File: src/rtl/edac_pkg.sv
package edac_pkg;

  localparam int DATA_W_DEF = 32;
  localparam int CHK_W_DEF  = 7;

  typedef enum logic [1:0] {
    MODE_WRITE = 2'b00,
    MODE_DIAG  = 2'b01,
    MODE_READ  = 2'b10,
    MODE_CORR  = 2'b11
  } edac_mode_e;

  // j-th smallest value of width cw with exactly three ones
  function automatic logic [15:0] col_code(input int j, input int cw);
    int n;
    int ones;
    logic [15:0] v;
    logic [15:0] res;
    n   = 0;
    res = '0;
    for (int k = 1; k < (1 << cw); k++) begin
      v    = 16'(k);
      ones = 0;
      for (int b = 0; b < 16; b++) begin
        if (v[b]) ones++;
      end
      if (ones == 3) begin
        if (n == j) res = v;
        n++;
      end
    end
    return res;
  endfunction

  // data bits participating in check bit r
  function automatic logic [63:0] row_mask(input int r, input int dw, input int cw);
    logic [63:0] m;
    logic [15:0] c;
    m = '0;
    for (int j = 0; j < dw; j++) begin
      c    = col_code(j, cw);
      m[j] = c[r];
    end
    return m;
  endfunction

endpackage

File: src/rtl/edac_checkgen.sv
module edac_checkgen #(
  parameter int DATA_W = 32,
  parameter int CHK_W  = 7
) (
  input  logic [DATA_W-1:0] data,
  output logic [CHK_W-1:0]  chk
);
  import edac_pkg::*;

  for (genvar r = 0; r < CHK_W; r++) begin : g_row
    localparam logic [DATA_W-1:0] MASK = DATA_W'(row_mask(r, DATA_W, CHK_W));
    assign chk[r] = ^(data & MASK);
  end

endmodule

File: src/rtl/edac_syn_decode.sv
module edac_syn_decode #(
  parameter int DATA_W = 32,
  parameter int CHK_W  = 7
) (
  input  logic [CHK_W-1:0]  syn,
  output logic [DATA_W-1:0] flip,
  output logic              any_err,
  output logic              multi_err
);
  import edac_pkg::*;

  for (genvar j = 0; j < DATA_W; j++) begin : g_col
    localparam logic [CHK_W-1:0] COL = CHK_W'(col_code(j, CHK_W));
    assign flip[j] = (syn == COL);
  end

  logic chk_bit_err;
  logic correctable;

  always_comb begin
    chk_bit_err = $onehot(syn);
    correctable = chk_bit_err || (|flip);
    any_err     = |syn;
    multi_err   = any_err && !correctable;
  end

endmodule

File: src/rtl/edac_in_latch.sv
module edac_in_latch #(
  parameter int W = 32
) (
  input  logic         clk,
  input  logic         rst_n,
  input  logic         open_en,
  input  logic [W-1:0] d,
  output logic [W-1:0] eff
);
  logic [W-1:0] q_r;
  logic [W-1:0] q_nxt;

  always_comb begin
    q_nxt = q_r;
    if (open_en) q_nxt = d;
  end

  always_ff @(posedge clk or negedge rst_n) begin
    if (!rst_n) q_r <= '0;
    else        q_r <= q_nxt;
  end

  // transparent while open, frozen otherwise
  assign eff = open_en ? d : q_r;

endmodule

File: src/rtl/edac_mode_ctrl.sv
module edac_mode_ctrl #(
  parameter int DATA_W = edac_pkg::DATA_W_DEF,
  parameter int CHK_W  = edac_pkg::CHK_W_DEF
) (
  input  logic              clk,
  input  logic              rst_n,
  input  logic [1:0]        mode_sel,
  input  logic              data_oe_n,
  input  logic              chk_oe_n,
  input  logic [DATA_W-1:0] data_in,
  output logic [DATA_W-1:0] data_out,
  output logic              data_drive,
  input  logic [CHK_W-1:0]  chk_in,
  output logic [CHK_W-1:0]  chk_out,
  output logic              chk_drive,
  output logic              err_n,
  output logic              merr_n
);
  import edac_pkg::*;

  edac_mode_e        mode;
  logic              open_d;
  logic              open_c;
  logic [DATA_W-1:0] eff_d;
  logic [CHK_W-1:0]  eff_c;
  logic [CHK_W-1:0]  chk_src;
  logic [CHK_W-1:0]  gen_chk;
  logic [CHK_W-1:0]  syn;
  logic [DATA_W-1:0] flip;
  logic              any_err;
  logic              multi_err;

  assign mode   = edac_mode_e'(mode_sel);
  assign open_d = (mode != MODE_CORR);
  assign open_c = (mode == MODE_WRITE) || (mode == MODE_READ);
  // in write mode the check latch tracks the locally generated word
  assign chk_src = (mode == MODE_WRITE) ? gen_chk : chk_in;

  edac_in_latch #(.W(DATA_W)) u_dlat (
    .clk     (clk),
    .rst_n   (rst_n),
    .open_en (open_d),
    .d       (data_in),
    .eff     (eff_d)
  );

  edac_in_latch #(.W(CHK_W)) u_clat (
    .clk     (clk),
    .rst_n   (rst_n),
    .open_en (open_c),
    .d       (chk_src),
    .eff     (eff_c)
  );

  edac_checkgen #(.DATA_W(DATA_W), .CHK_W(CHK_W)) u_gen (
    .data (eff_d),
    .chk  (gen_chk)
  );

  assign syn = eff_c ^ gen_chk;

  edac_syn_decode #(.DATA_W(DATA_W), .CHK_W(CHK_W)) u_dec (
    .syn       (syn),
    .flip      (flip),
    .any_err   (any_err),
    .multi_err (multi_err)
  );

  always_comb begin
    data_out   = eff_d ^ flip;
    data_drive = 1'b0;
    chk_out    = gen_chk;
    chk_drive  = 1'b0;
    err_n      = 1'b1;
    merr_n     = 1'b1;
    unique case (mode)
      MODE_WRITE: begin
        chk_out   = gen_chk;
        chk_drive = !chk_oe_n;
      end
      MODE_DIAG: begin
        chk_out   = eff_c;
        chk_drive = !chk_oe_n;
        err_n     = !any_err;
        merr_n    = !multi_err;
      end
      MODE_READ: begin
        err_n  = !any_err;
        merr_n = !multi_err;
      end
      MODE_CORR: begin
        chk_out    = syn;
        chk_drive  = !chk_oe_n;
        data_drive = !data_oe_n;
        err_n      = !any_err;
        merr_n     = !multi_err;
      end
      default: ;
    endcase
  end

endmodule

File: config.mk
export PLATFORM = sky130hd
export DESIGN_NAME = edac_mode_ctrl
export DESIGN_NICKNAME = d
export VERILOG_FILES = /design/src/rtl/edac_pkg.sv /design/src/rtl/edac_checkgen.sv /design/src/rtl/edac_syn_decode.sv /design/src/rtl/edac_in_latch.sv /design/src/rtl/edac_mode_ctrl.sv
export SDC_FILE = /design/constraint.sdc
export NUM_CORES = 1
export LEC_CHECK = 0
export BUFFER_PORTS_ARGS = -buffer_cell sky130_fd_sc_hd__buf_2
export CORE_ASPECT_RATIO = 0.8
export CORE_MARGIN = 4
export CORE_UTILIZATION = 61
export CTS_BUF_LIST = sky130_fd_sc_hd__clkbuf_8 sky130_fd_sc_hd__clkbuf_16
export CTS_CLUSTER_DIAMETER = 100
export DETAILED_ROUTE_END_ITERATION = 10
export MAX_ROUTING_LAYER = met4
export PLACE_DENSITY = 0.9
export REMOVE_ABC_BUFFERS = 1
export SYNTH_ARGS = -nofsm -noshare
export SYNTH_HDL_FRONTEND = slang
export SYNTH_SLANG_ARGS = --single-unit
File: constraint.sdc
create_clock -name clk -period 18.7 [get_ports clk]
set_input_delay 3.74 -clock clk [delete_from_list [all_inputs] [get_ports clk]]
set_output_delay 3.74 -clock clk [all_outputs]
set_load 0.01 [all_outputs]
==> results.yml, run 1 <==
finish:
  multi_input_area_um2: 3210
  syn_to_final_growth_pct: 13.3
  instances_no_fill: 598
  final_nets: 560
  drive_gt1_frac: 0.309
  seqCellArea_um2: 976
  fill_cells: 516
  fin_util: 0.711
  antenna_cells: 0
clock_network:
  clock_path_buffers: 2
  cts.clk_slew.worst_paths_ns: 0.08
  cts_hold_buf: 0
  cts_buffers: 5
  cts_sinks: 39
  ctsResizeCount: 0
  clk_latency_ns: 0.31
  cts-root-buf: "clkbuf_8"
  post-cts-setup-buffer-count: 0
  tritoncts: "built"
  ctsHtreeMaxLevel: 2
power_and_ir_drop:
  leakagePower_nw: 2.22
  p_per_area_nw_per_um2: 156
  ir_worst_vdd_uv: 212
die:
  die_w_um: 102
  start_util: 0.627
  num_rows: 27
  ios: 88
  chipHeight_um: 83.3
  core_area_um2: 6890
  dieArea_um2: 8510
yosys:
  synth.avg_cell_area_um2: 10.1
  synthDistinctLibCells: 51
  synth_warnings: 0
  yosysSeqAreaShare: 0.226
  synth_ff_type: "dfrtp_1"
  synth-seq-cells: 39
  async_flop_share: 1.00
  syn_inst: 429
  synth_top_area_frac: 0.226
  synthTopCellsByArea: "dfrtp_1, xnor2_1, mux2_2"
  synth-edff-count: 0
  yosysTopAreaCell: "dfrtp_1"
  syn_area_um2: 4320
timing:
  setup_viol: 0
  rsz0062_at_grt: "false"
  max_slew.worst_pin.slew_ns: 1.05
  setup_tns_ns: 0
  final.period_utilization: 0.688
  slew_viol_final: 0
  fmax_mhz: 77.8
  slew_headroom: 0.295
  post-route-min-period_ns: 12.86
  finalClockSkew_ns: 0.00666
  hold_violations: 0
  setup_ws_ns: 5.84
detailed_routing:
  wire_per_inst_um: 19.4
  via_per_inst: 5.85
  drt_iter0_markers: 274
  drt-pass1-iter-count: 5
  wirelength_um: 11600
  vias: 3500
  drc_errors: 0
  detail-route-antenna-nets: 0
global_route:
  grt_use_total: 0.285
  grt_pass1_wl_um: 18200
  antenna_found_initial: 0
  grt_pass1_vias: 3568
  grt_max_degree: 57
  overflow: 0
status:
  status: "completed"
worst_setup_path:
  cp.required_ns: 14.96
  cp_max_fo: 56
  critPathLaunchType: "input pin"
  crit_path_end_kind: "output port"
  critPathKind: "in2out"
  cp.arrival_ns: 9.12
place:
  port_buffers: 87
  place_inst: 590
  gp_congestion: 0.972
  dpl.hpwl_um: 9160
  pre_cts_slack_ns: 5.95
min_path:
  hold_path.class: "reg2reg"
run:
  drv_cap: 0
==> layout make-up <==
cell class / count / area share
multi-input cells: 364 / 0.655
flip-flops and latches: 39 / 0.199
clock inverters: 2 / 0.00792
inverters: 13 / 0.00996
clock buffers: 6 / 0.0169
well taps: 87 / 0.0222
repair buffers: 87 / 0.0889
==> state kept, by name (all words and copies together), names as in the netlist <==
signal      flops
u_dlat.q_r     32
u_clat.q_r      7
==> metal layers <==
metal / global-route usage / routed length (um)
met4: 0.100 / 374
met3: 0.0504 / 879
met1: 0.384 / 5020
met5: - / 0
met2: 0.431 / 5300
==> logic make-up after synthesis <==
family,after synthesis,synth area share
AOI/OAI and AO/OA,48,0.0859
xor gates and xnor gates,158,0.372
adders and majority gates,5,0.0197
buffers and inverters,26,0.0321
DFF,39,0.226
muxes,61,0.161
and+or+nand+nor,92,0.104
==> power by group <==
| part | switching (mW) | internal [mW] | total [mW] |
|---|---|---|---|
| combinational | 0.331 | 0.247 | 0.578 |
| sequential | 0.0115 | 0.0958 | 0.107 |
| clock | 0.0342 | 0.0439 | 0.0781 |
==> synthesized netlist by cell type (2+ instances only) <==
| cell type | number |
|---|---|
| a2111oi_2 | 2 |
| a21o_1 | 5 |
| a21oi_1 | 9 |
| a22o_1 | 2 |
| a22oi_4 | 2 |
| buf_6 | 5 |
| clkbuf_1 | 7 |
| dfrtp_1 | 39 |
| fa_1 | 3 |
| ha_1 | 2 |
| inv_1 | 9 |
| inv_2 | 4 |
| mux2_2 | 32 |
| mux2i_1 | 22 |
| mux2i_2 | 5 |
| mux2i_4 | 2 |
| nand2_1 | 35 |
| nand2b_1 | 2 |
| nand3_1 | 4 |
| nand4_1 | 5 |
| nor2_1 | 24 |
| nor3_1 | 8 |
| nor3_2 | 4 |
| nor4_1 | 2 |
| o21a_1 | 2 |
| o21ai_0 | 10 |
| o22ai_1 | 6 |
| xnor2_1 | 99 |
| xnor2_2 | 4 |
| xnor3_1 | 13 |
| xor2_1 | 41 |
==> critical path, stage by stage <==
cell       delay [ns]
buf_2            0.43
nand2_4          0.61
mux2i_1          0.49
xnor3_1          0.47
xnor3_1          0.34
xnor2_1          0.17
a2bb2oi_2        0.33
inv_2            0.12
ha_1             0.30
inv_1            0.07
fa_1             0.41
ha_1             0.23
fa_1             0.38
xnor2_1          0.13
a32o_1           0.27
a2111oi_2        0.32
nand4_1          0.12
buf_2            0.16
==> layout by cell type, fill, tap and decap left out, types with 2 or more instances in the layout <==
cell,netlist,final
inv_2,4,4
o21ai_0,10,10
a2111oi_2,2,2
mux2_2,32,32
inv_1,9,9
a21oi_1,9,9
clkbuf_8,0,6
xnor3_1,13,13
xor2_1,41,41
nor4_1,2,2
mux2i_4,2,2
fa_1,3,3
a22o_1,2,2
buf_2,0,87
a21o_1,5,5
nand4_1,5,5
o22ai_1,6,6
dfrtp_1,39,39
xnor2_1,99,99
a22oi_4,2,2
nor2_1,24,24
xnor2_2,4,4
nand2_1,35,35
o21a_1,2,2
nand2b_1,2,2
ha_1,2,2
nor3_1,8,8
mux2i_2,5,5
mux2i_1,22,22
nor3_2,4,4
nand3_1,4,4
==> final timing paths <==
check                                             start                       end  slack (ns)  cells past startpoint
worst max-delay path                        mode_sel[0]                    merr_n        5.84                     18
worst min-delay path            u_clat.q_r[0]$_DFF_PN0_   u_clat.q_r[0]$_DFF_PN0_        0.55                      2
worst max register to register  u_dlat.q_r[4]$_DFF_PN0_   u_clat.q_r[1]$_DFF_PN0_       16.53                      8
worst min register to register  u_clat.q_r[0]$_DFF_PN0_   u_clat.q_r[0]$_DFF_PN0_        0.55                      2
max in group asynchronous                         rst_n   u_clat.q_r[5]$_DFF_PN0_       14.56                      1
min in group asynchronous                         rst_n  u_dlat.q_r[29]$_DFF_PN0_        3.56                      1
==> stage by stage <==
stage                     power, mW  hold slack, ns  area (um^2)
final                         0.764           0.549         4900
after global routing          0.818           0.590         4900
after CTS                     0.759           0.554         4900
after detailed placement      0.679           0.533         4780
after global placement        0.666           0.515         4780
after floorplan               0.539           0.488         4230
Note: power is estimated with default switching activity, not from simulation.
==> run 2: changes to the inputs <==
- ABC_AREA: default -> 1
- CORE_UTILIZATION: 61 -> 52
- PLACE_DENSITY: 0.9 -> 0.82
- clock period: 18.7 -> 11.6 ns (I/O delays scaled with it)
==> results.yml, run 2 <==
status:
  status: "completed"
timing:
  hold_violations: 0
  holdWs_ns: 0.538
  fmax_mhz: 114
  slew_headroom: 0.352
  max_slew.worst_pin.slew_ns: 0.972
  post-route-min-period_ns: 8.79
  setup_tns_ns: 0
  rsz0062_at_grt: "false"
  setup_ws_ns: 2.81
  slew_viol_final: 0
  finalClockSkew_ns: 0.00522
  setup_viol: 0
  final.period_utilization: 0.758
global_route:
  use_met2: 0.368
  antenna_found_initial: 0
  grt_max_degree: 77
  grt_pass1_wl_um: 22100
  top_usage_layer: "met1"
  met1_usage: 0.405
  overflow: 0
  grt_use_total: 0.268
  met3_usage: 0.0568
  grt_pass1_vias: 4511
yosys:
  synth-seq-cells: 39
  async_flop_share: 1.00
  synthDistinctLibCells: 31
  yosysSeqAreaShare: 0.210
  synth_top_area_frac: 0.322
  netlist_top_cells_count: "nand2_1, nand3_1, inv_1"
  yosysTopAreaCell: "nand2_1"
  syn_area_um2: 4640
  synth_warnings: 0
  synth.avg_cell_area_um2: 5.59
  synth-edff-count: 0
  syn_inst: 829
  synthTopCellsByArea: "nand2_1, dfrtp_1, nand3_1"
  yosys.cell_count.top_type: "nand2_1"
  synth_ff_type: "dfrtp_1"
die:
  die_w_um: 114
  ios: 88
  num_rows: 30
  core_area_um2: 8600
  chipHeight_um: 92.5
  start_util: 0.540
  dieArea_um2: 10500
power_and_ir_drop:
  ir_worst_vdd_uv: 80.9
  leakagePower_nw: 3.19
  power_frac_comb: 0.620
  p_switching_mw: 0.345
  p_clk_frac: 0.154
  p_int_mw: 0.348
  seq_power_share: 0.226
  p_per_area_nw_per_um2: 134
  switching_share: 0.498
finish:
  antenna_cells: 0
  seqCellArea_um2: 976
  syn_to_final_growth_pct: 11.4
  drive_gt1_frac: 0.172
  regMostFlops: "u_dlat.q_r"
  stdcell_area_um2: 5170
  fill_cells: 911
  final_cell_mix: "nand2_1, nand3_1, inv_1"
  multi_input_area_um2: 3100
  largestRegisters: "u_dlat.q_r: 32 flops, u_clat.q_r: 7 flops"
  instances_no_fill: 1017
  largest_reg_flops: 32
  layout_commonest_cell: "nand2_1"
  final_nets: 954
place:
  port_buffers: 87
  place_inst: 1009
  gp_congestion: 1.01
  pre_cts_slack_ns: 2.84
  place_area_um2: 5070
  dpl.hpwl_um: 10600
worst_setup_path:
  cp_max_fo: 76
  cp.arrival_ns: 6.47
  cp_slowest_stage_delay_ns: 0.58
  cp.required_ns: 9.28
  path_common_cell: "nand2_1"
  crit_path_end_kind: "output port"
  critPathKind: "in2out"
  critPathLaunchType: "input pin"
  cp_slowest_cell: "nand2_4"
detailed_routing:
  vias: 5359
  detail-route-antenna-nets: 0
  wire_per_inst_um: 13.5
  drc_errors: 0
  drt-pass1-iter-count: 8
  drt_iter0_markers: 513
  wirelength_um: 13700
  via_per_inst: 5.27
clock_network:
  clk_latency_ns: 0.31
  post-cts-setup-buffer-count: 0
  cts_sinks: 39
  cts-root-buf: "clkbuf_8"
  clock_path_buffers: 2
  ctsResizeCount: 0
  cts.clk_slew.worst_paths_ns: 0.08
  cts_hold_buf: 0
  cts_buffers: 5
  ctsHtreeMaxLevel: 2
  tritoncts: "built"
run:
  drv_cap: 0
min_path:
  hold_path.class: "reg2reg"
==> run 2: cell type report <==
cell class | count | share of cell area
Tap cell | 112 | 0.0271
Sequential cell | 39 | 0.189
Timing Repair Buffer | 89 | 0.0872
Clock buffer | 7 | 0.0186
Clock inverter | 1 | 0.000727
Multi-Input combinational cell | 662 | 0.600
Inverter | 107 | 0.0777
==> run 2: routing by layer <==
layer,vias to the layer above,part of all wire
li1,2710,-
met1,2361,0.47
met2,269,0.40
met3,19,0.12
met4,0,0.012
met5,-,0
==> run 2: power groups by stage <==
stage | registers (mW) | clock network [mW] | logic (mW)
after floorplan | 0.157 | 0 | 0.301
after global placement | 0.159 | 0 | 0.415
after detailed placement | 0.159 | 0 | 0.421
after CTS | 0.157 | 0.109 | 0.424
after global routing | 0.158 | 0.113 | 0.483
final | 0.157 | 0.107 | 0.430
==> run 2: worst max-delay path: cells and delay by family <==
kind                     cells  cell delay [ns]
AO/OA/AOI/OAI                2             0.13
AND/OR/NAND/NOR             15             2.02
buffers and inverters        5             0.58
adder cells (fa/ha/maj)      4             1.42
==> run 2: logic make-up (layout without fill, tap and decap cells) <==
| family | Yosys count | after routing | synth area share |
|---|---|---|---|
| AO/OA/AOI/OAI | 32 | 32 | 0.0461 |
| XOR/XNOR | 37 | 37 | 0.0699 |
| adder cells (fa/ha/maj) | 5 | 5 | 0.0183 |
| buffers and inverters | 128 | 204 | 0.122 |
| flip-flops | 39 | 39 | 0.210 |
| AND/OR/NAND/NOR | 588 | 588 | 0.534 |
==> run 2: worst paths after layout <==
path                                               start                        to  slack (ns)  depth (start not counted)
min in group asynchronous                          rst_n  u_dlat.q_r[12]$_DFF_PN0_        2.16                          1
worst min register to register  u_dlat.q_r[25]$_DFF_PN0_  u_dlat.q_r[25]$_DFF_PN0_        0.54                          2
worst min-delay path            u_dlat.q_r[25]$_DFF_PN0_  u_dlat.q_r[25]$_DFF_PN0_        0.54                          2
worst max-delay path                         mode_sel[1]                    merr_n        2.81                         26
worst max register to register  u_dlat.q_r[12]$_DFF_PN0_   u_clat.q_r[1]$_DFF_PN0_        9.74                         13
max in group asynchronous                          rst_n  u_dlat.q_r[22]$_DFF_PN0_        8.83                          1
==> run 2: through the flow <==
| step | util | power, mW |
|---|---|---|
| after CTS | 0.601 | 0.690 |
| after detailed placement | 0.589 | 0.580 |
| after global placement | 0.589 | 0.574 |
| final | 0.601 | 0.693 |
| after floorplan | - | 0.458 |
| after global routing | 0.601 | 0.755 |
==> run 3: changes to the inputs <==
- ABC_AREA: 1 -> 0
- CORE_UTILIZATION: 52 -> 51
- PLACE_DENSITY: 0.82 -> 0.81
- clock period: 11.6 -> 7.2 ns (I/O delays scaled with it)
==> results.yml, run 3 (synthesized netlist as in run 1, its figures left out) <==
status:
  status: "completed"
timing:
  final.period_utilization: 0.988
  fmax_mhz: 141
  hold_violations: 0
  holdWs_ns: 0.572
  finalClockSkew_ns: 0.00289
  slew_viol_final: 0
  slew_headroom: 0.359
  setup_tns_ns: 0
  max_slew.worst_pin.slew_ns: 0.962
  post-route-min-period_ns: 7.11
  setup_viol: 0
finish:
  layout_commonest_cell: "xnor2_1"
  stdcell_area_um2: 5270
  regMostFlops: "u_dlat.q_r"
  antenna_cells: 0
  final_cell_mix: "xnor2_1, buf_2, xor2_1"
  drive_gt1_frac: 0.371
  instances_no_fill: 658
  fin_util: 0.651
  final_nets: 599
  largest_reg_flops: 32
  syn_to_final_growth_pct: 21.8
  largestRegisters: "u_dlat.q_r: 32 flops, u_clat.q_r: 7 flops"
clock_network:
  ctsHtreeMaxLevel: 2
  clk_latency_ns: 0.30
  cts_buffers: 5
  clock_path_buffers: 2
  tritoncts: "built"
  cts-root-buf: "clkbuf_8"
  cts_sinks: 39
  cts.clk_slew.worst_paths_ns: 0.08
detailed_routing:
  drt-pass1-iter-count: 5
  drt-met1-wl_um: 5400
  vias: 3730
  wl_met2_um: 5700
  detail-route-antenna-nets: 0
  drc_errors: 0
  via_per_inst: 5.67
  wire_per_inst_um: 19.1
  met3_wirelength_um: 1080
  drt_iter0_markers: 252
  wirelength_um: 12600
  top_layer_used: "met4"
die:
  dieArea_um2: 10000
  die_w_um: 111
  start_util: 0.534
  num_rows: 29
  chipHeight_um: 90.4
  ios: 88
  core_area_um2: 8090
power_and_ir_drop:
  p_clk_frac: 0.074
  switching_share: 0.492
  seq_power_share: 0.134
  p_switching_mw: 1.04
  power_frac_comb: 0.792
  p_per_area_nw_per_um2: 400
  leakagePower_nw: 2.39
  ir_worst_vdd_uv: 432
  p_int_mw: 1.07
min_path:
  hp-start: "u_clat.q_r[5]$_DFF_PN0_"
  hold_depth: 2
  hold_path.class: "reg2reg"
global_route:
  grt_pass1_vias: 3746
  grt_max_degree: 40
  grt_pass1_wl_um: 19700
  overflow: 0
  antenna_found_initial: 0
  grt_use_total: 0.251
place:
  gp_congestion: 0.934
  place_area_um2: 5020
  place_inst: 638
  dpl.hpwl_um: 9850
  port_buffers: 87
worst_setup_path:
  endpoint: "merr_n"
  cp-startpoint: "mode_sel[1]"
  critPathKind: "in2out"
  r2r_setup_slack_ns: 4.99
  r2r_end: "u_clat.q_r[1]$_DFF_PN0_"
  cp_slowest_stage_delay_ns: 0.52
  crit_path_end_kind: "output port"
  cp_slowest_cell: "fa_2"
  path_common_cell: "inv_1"
  cp.arrival_ns: 5.67
  critPathBufInv: 6
  critical_path.top_delay_family: "adder cells"
  reg2reg_depth: 8
  cp_max_fo: 6
  timing.rr.start: "u_dlat.q_r[4]$_DFF_PN0_"
  critPathLaunchType: "input pin"
  cp_cell_sequence: "clkbuf_4 > nand2_8 > buf_12 > mux2i_4 > xnor3_1 > xnor3_2 > xnor2_2 > o2bb2ai_2 > inv_2 > ha_1 > inv_1 > fa_1 > ha_2 > fa_2 > inv_1 > a32o_1 > a2111oi_2 > nand4_1 > buf_2"
  cp.required_ns: 5.76
  cp.depth: 19
run:
  drv_cap: 0
-- run 3: cell count changes in the layout (fill, tap and decap cells not counted), sizes merged, moves of 14 or more --
cell and delta:
mux2 +32, xnor2 +100, mux2i +29, inv -95, nand3 -101, nand2 -392, xnor3 +14, buf +35
nor2 -20
-- run 3: power by group through the flow --
stage / clock network, mW / registers [mW] / logic (mW)
after floorplan: 0 / 0.276 / 1.12
after global placement: 0 / 0.282 / 1.59
after detailed placement: 0 / 0.284 / 1.61
after CTS: 0.157 / 0.280 / 1.62
after global routing: 0.169 / 0.285 / 1.81
final: 0.156 / 0.282 / 1.67
-- run 3: worst min path at each step --
stage,end,slack [ns]
after global placement,u_clat.q_r[0]$_DFF_PN0_,0.53
after CTS,u_clat.q_r[0]$_DFF_PN0_,0.56
after floorplan,u_clat.q_r[0]$_DFF_PN0_,0.49
final,u_clat.q_r[5]$_DFF_PN0_,0.57
after global routing,u_clat.q_r[5]$_DFF_PN0_,0.61
after detailed placement,u_clat.q_r[0]$_DFF_PN0_,0.54
-- run 3: through the flow --
stage | total power, mW | worst slack, ns
after CTS | 2.05 | 0.0235
after floorplan | 1.40 | -0.00469
after global placement | 1.87 | 0.121
final | 2.11 | 0.0872
after global routing | 2.27 | -0.0408
after detailed placement | 1.89 | 0.0554
-- run 3: metal layers --
metal	track usage	up-vias
met2	0.388	184
met4	0.0759	0
met1	0.332	1794
met5	-	-
met3	0.0529	31
li1	-	1721
-- run 3: worst reg2reg max path: cells and delay by family (launching register included) --
kind | cells | cell delay (ns)
flops | 1 | 0.43
compound gates | 2 | 0.19
xor+xnor | 4 | 1.12
mux | 1 | 0.28
simple gates | 1 | 0.07
-- run 3: repair_timing --
| action | 4_1_cts | 5_1_grt |
|---|---|---|
| hold buffers | 0 | 0 |
| setup endpoints to repair | 0 | 1 |
| gates resized for setup | 0 | 13 |
| setup buffers | 0 | 11 |
-- run 3: area by class of cell --
type	count	area [um^2]
Clock buffer	5	68.8
Clock inverter	3	20.0
Fill cell	644	2830
Inverter	13	48.8
Multi-Input combinational cell	365	3280
Sequential cell	39	976
Tap cell	108	135
Timing Repair Buffer	125	738
